## src/rtl/mmio_console_pkg.sv

```systemverilog
// Package: shared register selectors, control-bit positions and access strobes
// for the console port. Assumes a 16-byte window of four word registers.
package mmio_console_pkg;

    typedef enum logic [1:0] {
        SEL_RX_CTRL = 2'd0,
        SEL_RX_DATA = 2'd1,
        SEL_TX_CTRL = 2'd2,
        SEL_TX_DATA = 2'd3
    } con_sel_e;

    localparam int RDY_BIT = 0;
    localparam int IE_BIT  = 1;

    typedef struct packed {
        logic rd_rx_data;
        logic wr_rx_ctrl;
        logic wr_tx_ctrl;
        logic wr_tx_data;
    } con_strobe_t;

endpackage

```

## src/rtl/con_addr_decode.sv

```systemverilog
// Address decoder: matches the 16-byte window at BASE and turns bus strobes
// into per-register strobes. Assumes word-aligned accesses; bits 1:0 are ignored.
module con_addr_decode
    import mmio_console_pkg::*;
#(
    parameter int                ADDR_W = 32,
    parameter logic [ADDR_W-1:0] BASE   = 32'hFFFF_0000
) (
    input  logic [ADDR_W-1:0] addr,
    input  logic              rd,
    input  logic              wr,
    output logic              hit,
    output con_sel_e          sel,
    output con_strobe_t       stb
);
    localparam int WIN_LSB = 4;
    localparam int SEL_LSB = 2;

    // Window match and register selection.
    always_comb begin
        hit = (addr[ADDR_W-1:WIN_LSB] == BASE[ADDR_W-1:WIN_LSB]);
        sel = con_sel_e'(addr[SEL_LSB+1:SEL_LSB]);
        stb.rd_rx_data = hit && rd && (sel == SEL_RX_DATA);
        stb.wr_rx_ctrl = hit && wr && (sel == SEL_RX_CTRL);
        stb.wr_tx_ctrl = hit && wr && (sel == SEL_TX_CTRL);
        stb.wr_tx_data = hit && wr && (sel == SEL_TX_DATA);
    end
endmodule

```

## src/rtl/con_rx_slot.sv

```systemverilog
// Receive slot: holds one character, a ready flag and an interrupt enable.
// An arrival outranks a clearing read in the same cycle.
module con_rx_slot #(
    parameter int CHAR_W = 8
) (
    input  logic              clk,
    input  logic              rst_n,
    input  logic              in_valid,
    input  logic [CHAR_W-1:0] in_byte,
    input  logic              clr,
    input  logic              ie_wr,
    input  logic              ie_val,
    output logic              rdy,
    output logic              ie,
    output logic [CHAR_W-1:0] held
);
    // Capture arrivals and track the ready flag.
    always_ff @(posedge clk) begin
        if (!rst_n) begin
            rdy  <= 1'b0;
            held <= '0;
        end else if (in_valid) begin
            rdy  <= 1'b1;
            held <= in_byte;
        end else if (clr) begin
            rdy  <= 1'b0;
        end
    end

    // Interrupt-enable bit written by software.
    always_ff @(posedge clk) begin
        if (!rst_n)     ie <= 1'b0;
        else if (ie_wr) ie <= ie_val;
    end
endmodule

```

## src/rtl/con_tx_slot.sv

```systemverilog
// Transmit slot: accepts one character from software when ready and offers it
// on a valid/ready output until taken. Loads while busy are dropped.
module con_tx_slot #(
    parameter int CHAR_W = 8
) (
    input  logic              clk,
    input  logic              rst_n,
    input  logic              load,
    input  logic [CHAR_W-1:0] load_byte,
    input  logic              ie_wr,
    input  logic              ie_val,
    input  logic              out_ready,
    output logic              out_valid,
    output logic [CHAR_W-1:0] out_byte,
    output logic              rdy,
    output logic              ie
);
    // Load on a write when idle, release when the sink takes the character.
    always_ff @(posedge clk) begin
        if (!rst_n) begin
            rdy      <= 1'b1;
            out_byte <= '0;
        end else if (rdy && load) begin
            rdy      <= 1'b0;
            out_byte <= load_byte;
        end else if (!rdy && out_ready) begin
            rdy      <= 1'b1;
        end
    end

    // Interrupt-enable bit written by software.
    always_ff @(posedge clk) begin
        if (!rst_n)     ie <= 1'b0;
        else if (ie_wr) ie <= ie_val;
    end

    // A character is on offer whenever the slot is not ready.
    always_comb out_valid = !rdy;
endmodule

```

## src/rtl/mmio_console.sv

```systemverilog
// Console port top: bus slave exposing receive and transmit slots through
// four word registers, plus a combined interrupt. Read data is combinational
// in the cycle of the read strobe; side effects land on the following edge.
module mmio_console
    import mmio_console_pkg::*;
#(
    parameter int                ADDR_W = 32,
    parameter int                DATA_W = 32,
    parameter int                CHAR_W = 8,
    parameter logic [ADDR_W-1:0] BASE   = 32'hFFFF_0000
) (
    input  logic              clk,
    input  logic              rst_n,
    input  logic [ADDR_W-1:0] bus_addr,
    input  logic              bus_wr,
    input  logic              bus_rd,
    input  logic [DATA_W-1:0] bus_wdata,
    output logic [DATA_W-1:0] bus_rdata,
    input  logic              kbd_valid,
    input  logic [CHAR_W-1:0] kbd_byte,
    output logic              disp_valid,
    output logic [CHAR_W-1:0] disp_byte,
    input  logic              disp_ready,
    output logic              irq
);
    logic              hit;
    con_sel_e          sel;
    con_strobe_t       stb;
    logic              rx_rdy, rx_ie, tx_rdy, tx_ie;
    logic [CHAR_W-1:0] rx_byte;

    con_addr_decode #(.ADDR_W(ADDR_W), .BASE(BASE)) u_dec (
        .addr (bus_addr),
        .rd   (bus_rd),
        .wr   (bus_wr),
        .hit  (hit),
        .sel  (sel),
        .stb  (stb)
    );

    con_rx_slot #(.CHAR_W(CHAR_W)) u_rx (
        .clk      (clk),
        .rst_n    (rst_n),
        .in_valid (kbd_valid),
        .in_byte  (kbd_byte),
        .clr      (stb.rd_rx_data),
        .ie_wr    (stb.wr_rx_ctrl),
        .ie_val   (bus_wdata[IE_BIT]),
        .rdy      (rx_rdy),
        .ie       (rx_ie),
        .held     (rx_byte)
    );

    con_tx_slot #(.CHAR_W(CHAR_W)) u_tx (
        .clk       (clk),
        .rst_n     (rst_n),
        .load      (stb.wr_tx_data),
        .load_byte (bus_wdata[CHAR_W-1:0]),
        .ie_wr     (stb.wr_tx_ctrl),
        .ie_val    (bus_wdata[IE_BIT]),
        .out_ready (disp_ready),
        .out_valid (disp_valid),
        .out_byte  (disp_byte),
        .rdy       (tx_rdy),
        .ie        (tx_ie)
    );

    // Read multiplexer: control words carry ready and enable, data words a byte.
    always_comb begin
        bus_rdata = '0;
        if (bus_rd && hit) begin
            unique case (sel)
                SEL_RX_CTRL: begin
                    bus_rdata[RDY_BIT] = rx_rdy;
                    bus_rdata[IE_BIT]  = rx_ie;
                end
                SEL_RX_DATA: bus_rdata[CHAR_W-1:0] = rx_byte;
                SEL_TX_CTRL: begin
                    bus_rdata[RDY_BIT] = tx_rdy;
                    bus_rdata[IE_BIT]  = tx_ie;
                end
                default:     bus_rdata = '0;
            endcase
        end
    end

    // Interrupt combines the two enabled ready conditions.
    always_comb irq = (rx_rdy && rx_ie) || (tx_rdy && tx_ie);
endmodule

```

## config.mk

```make
export PLATFORM = sky130hd
export DESIGN_NAME = mmio_console
export DESIGN_NICKNAME = d
export VERILOG_FILES = /design/src/rtl/mmio_console_pkg.sv /design/src/rtl/con_addr_decode.sv /design/src/rtl/con_rx_slot.sv /design/src/rtl/con_tx_slot.sv /design/src/rtl/mmio_console.sv
export SDC_FILE = /design/constraint.sdc
export NUM_CORES = 1
export LEC_CHECK = 0
export BUFFER_PORTS_ARGS = -buffer_cell sky130_fd_sc_hd__clkbuf_2
export CORE_MARGIN = 2
export CORE_UTILIZATION = 25
export DETAILED_ROUTE_END_ITERATION = 8
export SLEW_MARGIN = 20
export SYNTH_ARGS = -nofsm -noshare
export SYNTH_HDL_FRONTEND = slang
export SYNTH_SLANG_ARGS = --single-unit
```

## constraint.sdc

```tcl
create_clock -name clk -period 2 [get_ports clk]
set_input_delay 0.2 -clock clk [delete_from_list [all_inputs] [get_ports clk]]
set_output_delay 0.2 -clock clk [all_outputs]
set_load 0.005 [all_outputs]
```

# Word level (Yosys, flattened, before mapping)
# Index checks and enable logic that the tools add are counted.
# totals
out_inout_bits	42
wordCells	32
in_bits	78
regBits	20
# classes
eq_ne	4
n_mux	7
n_reduce_logical	15
# ops
op	count
equality test 28 bit, second input constant	1
logical AND 1 bit	10
2-to-1 mux 8 bit	1
2-to-1 mux 6 bit	1
one-hot mux 2 bit (3 select lines)	1
equality test 2 bit, second input constant	2
2-to-1 mux 1 bit	4
nonzero test 2 bit	2
equality test 2 x 1 -> 1 bit, second input constant	1
zero test 2 bit	1
zero test 1 bit	1
logical OR 1 bit	1

# Logic depth before layout (Yosys ltp)
# logic_depth
word_depth	5
ltp_mapped	5
mapped_depth_nobuf	4

# Cells and area by module
# From an unflattened synthesis, not the netlist that was laid out.
# hier_totals
cells_unflattened	138
hier_area_um2	1255.0
# modules_own_cells
mod	seq_area_each_um2	area_each_um2	n_inst	cells_each
con_tx_slot	200.2	430.4	1	45
con_rx_slot	200.2	371.6	1	31
mmio_console	0.0	306.5	1	41
con_addr_decode	0.0	146.4	1	21

# Worst setup path after synthesis
# No wires, ideal clock.
# synth_timing
path_kind	input-to-output
from	in bus_addr[27]
to	out bus_rdata[0]
t_arrival_ps	1452
stages	4
path_buffers	0
t_required_ps	1800
slack_ps	348
cell_sequence	nand4_1 -> or4b_4 -> or4_4 -> nor2_1
# synth_via
elab_chain_len	3
# synth_rtl
element	line	source
from (decl)	mmio_console.sv:14	input logic [ADDR_W-1:0] bus_addr,
equality test 28 bit	con_addr_decode.sv:21	hit = (addr[ADDR_W-1:WIN_LSB] == BASE[ADDR_W-1:WIN_LSB]);
logical AND 1 bit	mmio_console.sv:71	if (bus_rd && hit) begin
2-to-1 mux 8 bit	mmio_console.sv:71	
to (decl)	mmio_console.sv:18	output logic [DATA_W-1:0] bus_rdata,
# No other way between the ends.

# Worst setup path in the final report
# Same ends and word-level chain as after synthesis.

==> results.yml <==
clocking:
  tritoncts: "built"
  holdBufCountCts: 0
  cts_root_buf: "clkbuf_8"
  clock_sinks: 20
  cts.clk_slew.worst_paths_ps: 70
  cts_inserted_buffers: 3
  cts.repair.resized: 0
  post_cts_buffers: 0
  clock_latency_ps: 250
  max-clock-path-buffers: 2
  ctsHtreeMaxLevel: 1
critical_path:
  required_ps: 1800
  start_kind: "input pin"
  worstReg2RegStart: "u_tx.rdy"
  path_max_fanout: 5
  cp_data_arrival_time_ps: 1680
  end_kind: "primary output"
  path_class: "input pin to primary output"
  cp-startpoint: "bus_addr[27]"
place:
  placed_area_um2: 1490
  hpwl_mm: 2.08
  dp_slack_ps: 119
  io_buffers: 69
  gp_congestion: 0.774
power_and_ir_drop:
  ir_drop_uv: 191
  p_per_area_nw_per_um2: 510
  p_leak_nw: 0.770
synthesis:
  ys_types: 22
  synth_top_area_share: 0.340
  synthCells: 138
  synth-warning-count: 0
  ys_seq_elements: 20
  synth.avg_cell_area_um2: 8.54
  seq_area_frac_synth: 0.340
  synthTopCellsByArea: "dfxtp_1 (34%), mux2i_1 (17%), buf_4 (16%)"
  synth_area_um2: 1180
  yosysTopAreaCell: "dfxtp_1"
route:
  first_iter_violations: 44
  wire_per_inst_um: 10.0
  wl_mm: 2.58
  viasPerCell: 4.01
  ant_nets: 0
  num_vias: 1034
  dr.pass1.iters: 4
  drc_errors: 0
run_status:
  status: "complete, no violations"
worst_hold_path:
  min-delay-start: "bus_wdata[3]"
  hold_path_class: "input pin to flop"
layout:
  final_core_util: 0.345
  mostFrequentLayoutCell: "clkbuf_2"
  final_cell_mix: "clkbuf_2 (69), conb_1 (24), nand2_1 (23), mux2i_1 (20), dfxtp_1 (20)"
  fin_area_um2: 1530
  antenna_cells: 0
  fin_nets: 286
  layout-drive-gt1-share: 0.383
  syn_to_final_growth_pct: 30.0
sta:
  worst_slack_ps: 118
  fmax_mhz: 531
  min_period_ps: 1880
  worst_pin_slew_ps: 510
  tns_ps: 0
  hold_viol_final: 0
  setup_viol: 0
  rsz0062_at_grt: "false"
  max_slew_margin: 0.660
  period_share: 0.941
  slew_violations: 0
  skew_ps: 5.05
global_routing:
  antenna_found_initial: 0
  grt_pass1_wl_mm: 4.12
  grt_pass1_vias: 971
  grt_overflow: 0
  grt_max_degree: 30
  grt_use_total: 0.0980
floorplanning:
  die_w_um: 72.7
  fp-row-count: 24
  ios: 120
  core_area_um2: 4440
  dieArea_um2: 5280
  fp.dieH_um: 72.7
  start_util: 0.265
job:
  cap_violations: 0
worst paths after layout:
path / end / slack [ps] / cells after the start
hold reg to reg: u_tx.out_byte[7] / 460 / 2
setup / recovery: bus_rdata[0] / 120 / 6
setup reg to reg: u_tx.out_byte[2] / 800 / 4
hold / removal: u_tx.out_byte[3] / 170 / 3
logic make-up (layout without fill, tap and decap cells):
group	after synthesis	count (layout)	synth area share
AND/OR/NAND/NOR	60	60	0.281
buffers and inverters	32	77	0.182
multiplexers	20	20	0.170
flip-flops	20	20	0.340
AO/OA/AOI/OAI	5	5	0.0244
other	1	24	0.00318
cells in the mapped netlist:
master / instances
and4_1: 1
nand2_1: 23
a21oi_1: 2
nor4_2: 2
nand3b_1: 1
nor2_1: 7
nand3_1: 1
dfxtp_1: 20
nor2b_1: 9
or4b_4: 1
clkbuf_1: 5
or4_4: 1
conb_1: 1
nand4_1: 3
inv_1: 2
nor4_1: 4
a22o_1: 1
o21ai_0: 2
buf_4: 25
mux2i_1: 20
and2_1: 6
and4b_1: 1
critical path, stage by stage:
cell and delay (ps):
clkbuf_2 70, nand4_1 90, or4b_4 570, or4_4 500, nor2_1 130, clkbuf_2 120
through the flow:
stage / cells / power (mW) / hold WS (ps)
2_1_floorplan: 161 / 0.511 / 342
3_3_place_gp: 255 / 0.531 / 432
3_5_place_dp: 255 / 0.532 / 440
4_1_cts: 258 / 0.800 / 159
5_1_grt: 258 / 0.833 / 180
6_report: 258 / 0.782 / 165
sequential cells by signal, summed over array words and instances (netlist names):
name           flops
u_rx.ie            1
u_rx.held          8
u_rx.rdy           1
u_tx.rdy           1
u_tx.out_byte      8
u_tx.ie            1
metal layers:
layer  vias up  global-route usage  wire [um]  part of all wire
met5         -                   0          0                 0
met4         0              0.0329         21            0.0081
met3         4              0.0249        206             0.080
met2        48               0.171       1190              0.46
met1       431               0.117       1160              0.45
li1        551                   -          -                 -
where the power goes:
group	internal [mW]	switching, mW	total [mW]
logic	0.0563	0.0515	0.108
clock network	0.134	0.126	0.260
registers	0.409	0.00529	0.415
total	0.599	0.183	0.782
layout make-up:
cell class | instances | area (um2)
Fill cell | 468 | 2910
Multi-Input combinational cell | 109 | 651
Timing Repair Buffer | 72 | 368
Clock buffer | 3 | 41.3
Sequential cell | 20 | 400
Tap cell | 52 | 65.1
Inverter | 2 | 7.51
Note: power is estimated with default switching activity, not from simulation.
